### src/rtl/vmtlb_pkg.sv
// Package: shared sizes for the tagged translation cache.
// Assumes: the entry count is at least 2.
package vmtlb_pkg;
    parameter int unsigned TLB_ENTRIES = 16;
    parameter int unsigned TLB_TAG_W   = 8;
    parameter int unsigned TLB_VPN_W   = 36;
    parameter int unsigned TLB_PFN_W   = 28;
endpackage

### src/rtl/vmtlb_cam.sv
// Module: vmtlb_cam
// Compares one key (identifier plus page) against every stored entry
// and returns a one-hot-or-zero vector of matching valid entries.
// Assumes: the owner never stores two valid entries with the same key.
module vmtlb_cam #(
    parameter int unsigned ENTRIES = 16,
    parameter int unsigned TAG_W   = 8,
    parameter int unsigned VPN_W   = 36
) (
    input  logic [ENTRIES-1:0]            ent_valid,
    input  logic [ENTRIES-1:0][TAG_W-1:0] ent_tag,
    input  logic [ENTRIES-1:0][VPN_W-1:0] ent_vpn,
    input  logic [TAG_W-1:0]              key_tag,
    input  logic [VPN_W-1:0]              key_vpn,
    output logic [ENTRIES-1:0]            match
);
    // One comparator per entry: valid, same identifier, same page.
    for (genvar g = 0; g < ENTRIES; g++) begin : g_cmp
        assign match[g] = ent_valid[g] && (ent_tag[g] == key_tag) && (ent_vpn[g] == key_vpn);
    end
endmodule

### src/rtl/vmtlb_victim.sv
// Module: vmtlb_victim
// Selects the entry a new translation goes to when it is not an overwrite:
// the lowest free entry if one exists, otherwise the rotating pointer.
// Assumes: rr_ptr is always below ENTRIES.
module vmtlb_victim #(
    parameter int unsigned ENTRIES = 16,
    localparam int unsigned IDX_W  = $clog2(ENTRIES)
) (
    input  logic [ENTRIES-1:0] ent_valid,
    input  logic [IDX_W-1:0]   rr_ptr,
    output logic [IDX_W-1:0]   victim,
    output logic               all_full
);
    logic             free_found;
    logic [IDX_W-1:0] free_idx;

    // Priority scan: the lowest-numbered invalid entry wins.
    always_comb begin
        free_found = 1'b0;
        free_idx   = '0;
        for (int i = ENTRIES - 1; i >= 0; i--) begin
            if (!ent_valid[i]) begin
                free_found = 1'b1;
                free_idx   = IDX_W'(i);
            end
        end
    end

    assign all_full = !free_found;
    assign victim   = free_found ? free_idx : rr_ptr;
endmodule

### src/rtl/vmtlb.sv
// Module: vmtlb
// Fully associative translation cache with a per-entry VM identifier.
// Lookup compares combinationally and the answer is registered one cycle
// later. A miss raises a walk request. Fills overwrite a matching pair,
// else take a free entry, else the round-robin victim. Flushes beat fills.
// Assumes: the walker presents each fill for one cycle.
module vmtlb
    import vmtlb_pkg::*;
#(
    parameter int unsigned ENTRIES = TLB_ENTRIES,
    parameter int unsigned TAG_W   = TLB_TAG_W,
    parameter int unsigned VPN_W   = TLB_VPN_W,
    parameter int unsigned PFN_W   = TLB_PFN_W,
    localparam int unsigned IDX_W  = $clog2(ENTRIES)
) (
    input  logic             clk,
    input  logic             rst_n,
    input  logic             lk_valid,
    input  logic [VPN_W-1:0] lk_vpn,
    input  logic [TAG_W-1:0] lk_tag,
    output logic             rsp_valid,
    output logic             rsp_hit,
    output logic [PFN_W-1:0] rsp_pfn,
    output logic             walk_req,
    output logic [VPN_W-1:0] walk_vpn,
    output logic [TAG_W-1:0] walk_tag,
    input  logic             fill_valid,
    input  logic [VPN_W-1:0] fill_vpn,
    input  logic [TAG_W-1:0] fill_tag,
    input  logic [PFN_W-1:0] fill_pfn,
    input  logic             flush_tag_valid,
    input  logic [TAG_W-1:0] flush_tag,
    input  logic             flush_all
);
    logic [ENTRIES-1:0]            valid_q;
    logic [ENTRIES-1:0][TAG_W-1:0] tag_q;
    logic [ENTRIES-1:0][VPN_W-1:0] vpn_q;
    logic [ENTRIES-1:0][PFN_W-1:0] pfn_q;
    logic [IDX_W-1:0]              rr_q;

    logic [ENTRIES-1:0] lk_match, fill_match;
    logic [PFN_W-1:0]   lk_pfn;
    logic [IDX_W-1:0]   match_idx, victim_idx, wr_idx;
    logic               all_full, fill_hits, fill_go;

    vmtlb_cam #(.ENTRIES(ENTRIES), .TAG_W(TAG_W), .VPN_W(VPN_W)) u_lk_cam (
        .ent_valid(valid_q), .ent_tag(tag_q), .ent_vpn(vpn_q),
        .key_tag(lk_tag), .key_vpn(lk_vpn), .match(lk_match)
    );

    vmtlb_cam #(.ENTRIES(ENTRIES), .TAG_W(TAG_W), .VPN_W(VPN_W)) u_fill_cam (
        .ent_valid(valid_q), .ent_tag(tag_q), .ent_vpn(vpn_q),
        .key_tag(fill_tag), .key_vpn(fill_vpn), .match(fill_match)
    );

    vmtlb_victim #(.ENTRIES(ENTRIES)) u_victim (
        .ent_valid(valid_q), .rr_ptr(rr_q), .victim(victim_idx), .all_full(all_full)
    );

    // Frame mux for the lookup: OR of the frames of matching entries.
    always_comb begin
        lk_pfn = '0;
        for (int i = 0; i < ENTRIES; i++) begin
            if (lk_match[i]) lk_pfn = lk_pfn | pfn_q[i];
        end
    end

    // Encode the entry a fill collides with, if any.
    always_comb begin
        match_idx = '0;
        for (int i = 0; i < ENTRIES; i++) begin
            if (fill_match[i]) match_idx = IDX_W'(i);
        end
    end

    assign fill_hits = |fill_match;
    assign fill_go   = fill_valid && !flush_all && !flush_tag_valid;
    assign wr_idx    = fill_hits ? match_idx : victim_idx;

    // Valid bits: flushes first, otherwise mark the written entry.
    always_ff @(posedge clk) begin
        if (!rst_n || flush_all) begin
            valid_q <= '0;
        end else if (flush_tag_valid) begin
            for (int i = 0; i < ENTRIES; i++) begin
                if (tag_q[i] == flush_tag) valid_q[i] <= 1'b0;
            end
        end else if (fill_valid) begin
            valid_q[wr_idx] <= 1'b1;
        end
    end

    // Entry payload: written on an accepted fill, no reset needed.
    always_ff @(posedge clk) begin
        if (fill_go) begin
            tag_q[wr_idx] <= fill_tag;
            vpn_q[wr_idx] <= fill_vpn;
            pfn_q[wr_idx] <= fill_pfn;
        end
    end

    // Rotating pointer: advances only when a full cache evicts.
    always_ff @(posedge clk) begin
        if (!rst_n || flush_all) begin
            rr_q <= '0;
        end else if (fill_go && !fill_hits && all_full) begin
            rr_q <= (rr_q == IDX_W'(ENTRIES - 1)) ? '0 : rr_q + 1'b1;
        end
    end

    // Registered answer to this cycle's lookup.
    always_ff @(posedge clk) begin
        if (!rst_n) begin
            rsp_valid <= 1'b0;
            rsp_hit   <= 1'b0;
            rsp_pfn   <= '0;
            walk_req  <= 1'b0;
            walk_vpn  <= '0;
            walk_tag  <= '0;
        end else begin
            rsp_valid <= lk_valid;
            rsp_hit   <= lk_valid && (|lk_match);
            rsp_pfn   <= lk_valid ? lk_pfn : '0;
            walk_req  <= lk_valid && !(|lk_match);
            walk_vpn  <= lk_vpn;
            walk_tag  <= lk_tag;
        end
    end
endmodule

### config.mk
export PLATFORM = sky130hd
export DESIGN_NAME = vmtlb
export DESIGN_NICKNAME = d
export VERILOG_FILES = /design/src/rtl/vmtlb_pkg.sv /design/src/rtl/vmtlb_cam.sv /design/src/rtl/vmtlb_victim.sv /design/src/rtl/vmtlb.sv
export SDC_FILE = /design/constraint.sdc
export NUM_CORES = 2
export LEC_CHECK = 0
export CAP_MARGIN = 25
export CORE_MARGIN = 5
export CORE_UTILIZATION = 55
export DETAILED_ROUTE_END_ITERATION = 10
export DONT_BUFFER_PORTS = 1
export GPL_TIMING_DRIVEN = 1
export HOLD_SLACK_MARGIN = 0.12
export PLACE_DENSITY = 0.7
export SLEW_MARGIN = 20
export SYNTH_ARGS = -nofsm -noshare
export SYNTH_HDL_FRONTEND = slang
export SYNTH_SLANG_ARGS = --single-unit
### constraint.sdc
create_clock -name clk -period 14.4 [get_ports clk]
set_clock_uncertainty 0.05 [all_clocks]
set_input_delay 2.88 -clock clk [delete_from_list [all_inputs] [get_ports clk]]
set_output_delay 2.88 -clock clk [all_outputs]
set_load 0.005 [all_outputs]
==> impl_metrics.py <==
metrics = {
    "synthesis": {
        "syn_inst": 4512,
        "synth.net_count": 4643,
        "yosys.cell_types.count": 67,
        "synth-edff-count": 1152,
        "ys_seq_area_frac": 0.601,
        "yosys_warnings": 0,
        "synth-seq-cells": 1247,
        "async_flop_share": 0,
        "synth_area_um2": 60700,
        "synth_area_per_cell_um2": 13.5,
        "synthFlopType": "edfxtp_1",
    },
    "power_and_ir_drop": {
        "p_leak_nw": 20.3,
        "powerDensity_nw_per_um2": 120,
        "ir_drop_mv": 0.146,
    },
    "placement": {
        "dp_hpwl_um": 134000,
        "port_buffers": 0,
        "gp_congestion": 0.970,
        "placed_area_um2": 61500,
        "dp_worst_setup_slack_ps": 6750,
    },
    "worst_setup_path": {
        "cp_num_buf_inv": 1,
        "arrival_ps": 7480,
        "critical_path_class": "input pin to flip-flop",
        "max_stage_delay_ps": 960,
        "crit_cells": 10,
        "worstPathMaxFanout": 61,
        "cp.required_ps": 14710,
        "slowest_stage": "buf_4",
        "reg2regPathDepth": 10,
        "endpoint_kind": "flip-flop",
        "start_kind": "input pin",
        "critical_path.top_delay_family": "simple AND/OR/NAND/NOR gates",
        "cp_cell_sequence": "xnor2_1 > nand4_1 > nor4_1 > nand4_1 > and2_1 > o211a_1 > a211o_1 > and2_1 > nor3_2 > buf_4",
    },
    "clock_network": {
        "post_cts_buffers": 0,
        "cts_hold_buf": 0,
        "cts_resized": 0,
        "cts_tree": "built",
        "clk-insertion-delay-late_ps": 770,
        "clock-root-buffer": "clkbuf_16",
        "clkTransAtPathRegs_ps": 60,
        "clock_sinks": 1247,
        "clk_path_buf_depth": 3,
        "htreeDepth": 4,
        "cts_made_buffers": 134,
    },
    "die": {
        "die_x_um": 342,
        "start_util": 0.555,
        "fp.dieH_um": 342,
        "dieArea_um2": 117000,
        "ios": 205,
        "fp-row-count": 121,
        "core-area_um2": 109000,
    },
    "routing": {
        "drcViolationCount": 0,
        "vias": 42435,
        "drt_iter0_markers": 6529,
        "viasPerCell": 7.03,
        "ant_nets": 0,
        "first_pass_iters": 6,
        "avgRoutedWirePerCell_um": 39.4,
        "routed_wl_um": 238000,
    },
    "status": {
        "status": "complete, no violations",
    },
    "layout": {
        "drive_above_1_share": 0.0674,
        "final_nets": 4572,
        "area_growth_pct": 8.96,
        "utilization": 0.605,
        "fin_area_um2": 66200,
    },
    "run": {
        "maxCapViolCount": 0,
    },
    "sta": {
        "setup_ws_ps": 7230,
        "timing.slew.headroom": 0.263,
        "fmax_ghz": 0.139,
        "rsz0062_at_grt": "no",
        "setup_viol": 0,
        "slew_violations": 0,
        "finalCritPeriodShare": 0.498,
        "tightest_slew_ps": 1110,
        "tns_ps": 0,
        "layout_min_cycle_time_ps": 7170,
        "finalHoldViolations": 0,
    },
    "hold_path": {
        "hp-class": "flip-flop to flip-flop",
        "min_path_cells": 2,
    },
    "global_routing": {
        "grt_pass1_wl_um": 324000,
        "grt_max_degree": 62,
        "grt_pass1_vias": 40775,
        "overflow": 0,
        "track_usage": 0.398,
        "grt_antenna_before_repair": 8,
    },
}
[kinds of logic after synthesis]
group,after synthesis,share of synthesized area
xor gates and xnor gates,1445,0.210
DFF,1247,0.601
and+or+nand+nor,1146,0.111
AOI/OAI and AO/OA,349,0.0470
buffers and inverters,323,0.0304
muxes,1,0.000165
adders and majority gates,1,0.000206
[placed cells by master (no fill, tap or decap), types with 5 or more instances in the layout]
cell type  netlist  final
a21oi_1         10     10
a221oi_1        74     74
a222oi_1        31     31
a22o_1          70     70
a22oi_1         37     37
a31oi_1         11     11
a41oi_1         17     17
and2_1          47     47
and3_1           6      6
and4_1          10     10
buf_4           17     50
bufinv_16        0     15
clkbuf_1        69     32
clkbuf_16        0    139
clkbuf_8         0     14
clkinv_1         0     16
clkinv_2         0     14
dfxtp_1         95     95
edfxtp_1      1152   1152
inv_1           64     64
inv_16           0      6
nand2_1        100    100
nand2b_1       102    102
nand3_1        114    114
nand4_1        392    392
nor2_1          21     21
nor2b_1          7      6
nor3_1          72     52
nor3_2           0     20
nor4_1         250    241
nor4_2           2     11
nor4b_1          5      5
o2111ai_1       17     17
o211ai_1         5      5
o21ai_0         23     23
o22ai_1         15     15
o31ai_1         14     14
xnor2_1        782    782
xnor2_2         11     11
xor2_1         650    650
[cells in the mapped netlist (17+ instances only)]
library cell	instances	area share
a221oi_1	74	0.011
a222oi_1	31	0.0051
a22o_1	70	0.010
a22oi_1	37	0.0046
a41oi_1	17	0.0025
and2_1	47	0.0048
buf_1	24	0.0015
buf_2	89	0.0073
buf_4	17	0.0021
buf_6	56	0.010
clkbuf_1	69	0.0043
dfxtp_1	95	0.031
edfxtp_1	1152	0.57
inv_1	64	0.0040
nand2_1	100	0.0062
nand2b_1	102	0.011
nand3_1	114	0.0094
nand4_1	392	0.040
nor2_1	21	0.0013
nor3_1	72	0.0059
nor4_1	250	0.026
o2111ai_1	17	0.0025
o21ai_0	23	0.0019
xnor2_1	782	0.11
xor2_1	650	0.094
[worst register-to-register path, stage by stage (launching register included)]
cell      delay (ps)
edfxtp_1         500
xnor2_1          270
nand4_1          140
nor4_1           930
nand4_1          250
nand4_1          180
nor4_1            90
a211o_1          290
and2_1           430
nor3_2           900
buf_4            960
[path summary, 6_finish.rpt]
kind / start / end / slack, ps
worst max register to register: tag_q[26] / pfn_q[55] / 8940
worst min-delay path: rr_q[3] / rr_q[3] / 490
worst min register to register: rr_q[3] / rr_q[3] / 490
worst max-delay path: fill_vpn[23] / pfn_q[55] / 7230
[registers in the layout, summed over array words and instances (netlist names)]
register	cells
vpn_q	576
pfn_q	448
tag_q	128
walk_vpn	36
rsp_pfn	28
valid_q	16
walk_tag	8
rr_q	4
rsp_hit	1
rsp_valid	1
walk_req	1
[routing by layer]
| metal | vias up | part of all wire | global-route usage |
|---|---|---|---|
| met5 | - | 0.000038 | 0 |
| met4 | 2 | 0.081 | 0.261 |
| met1 | 21117 | 0.36 | 0.509 |
| li1 | 16831 | - | - |
| met2 | 3610 | 0.43 | 0.601 |
| met3 | 875 | 0.13 | 0.103 |
[area by class of cell]
class / count / area [µm²]
Fill cell: 8531 / 43100
Clock buffer: 185 / 3790
Antenna cell: 4 / 10.0
Clock inverter: 62 / 833
Timing Repair Buffer: 51 / 390
Tap cell: 1476 / 1850
Multi-Input combinational cell: 2942 / 22500
Inverter: 65 / 244
Sequential cell: 1247 / 36500
[metrics by stage]
step | hold slack, ps | total power [mW] | cells
floorplan | 412 | 4.39 | 4512
global placement | 454 | 4.34 | 5779
detailed placement | 476 | 4.34 | 5779
CTS | 484 | 7.92 | 6026
global route | 511 | 8.10 | 6028
finish | 494 | 7.91 | 6032
[power by group]
| group | internal, mW | total (mW) | switching [mW] |
|---|---|---|---|
| Sequential | 3.97 | 3.98 | 0.00893 |
| Combinational | 0.146 | 0.295 | 0.149 |
| Clock | 2.13 | 3.64 | 1.50 |
Note: power is estimated with default switching activity, not from simulation.
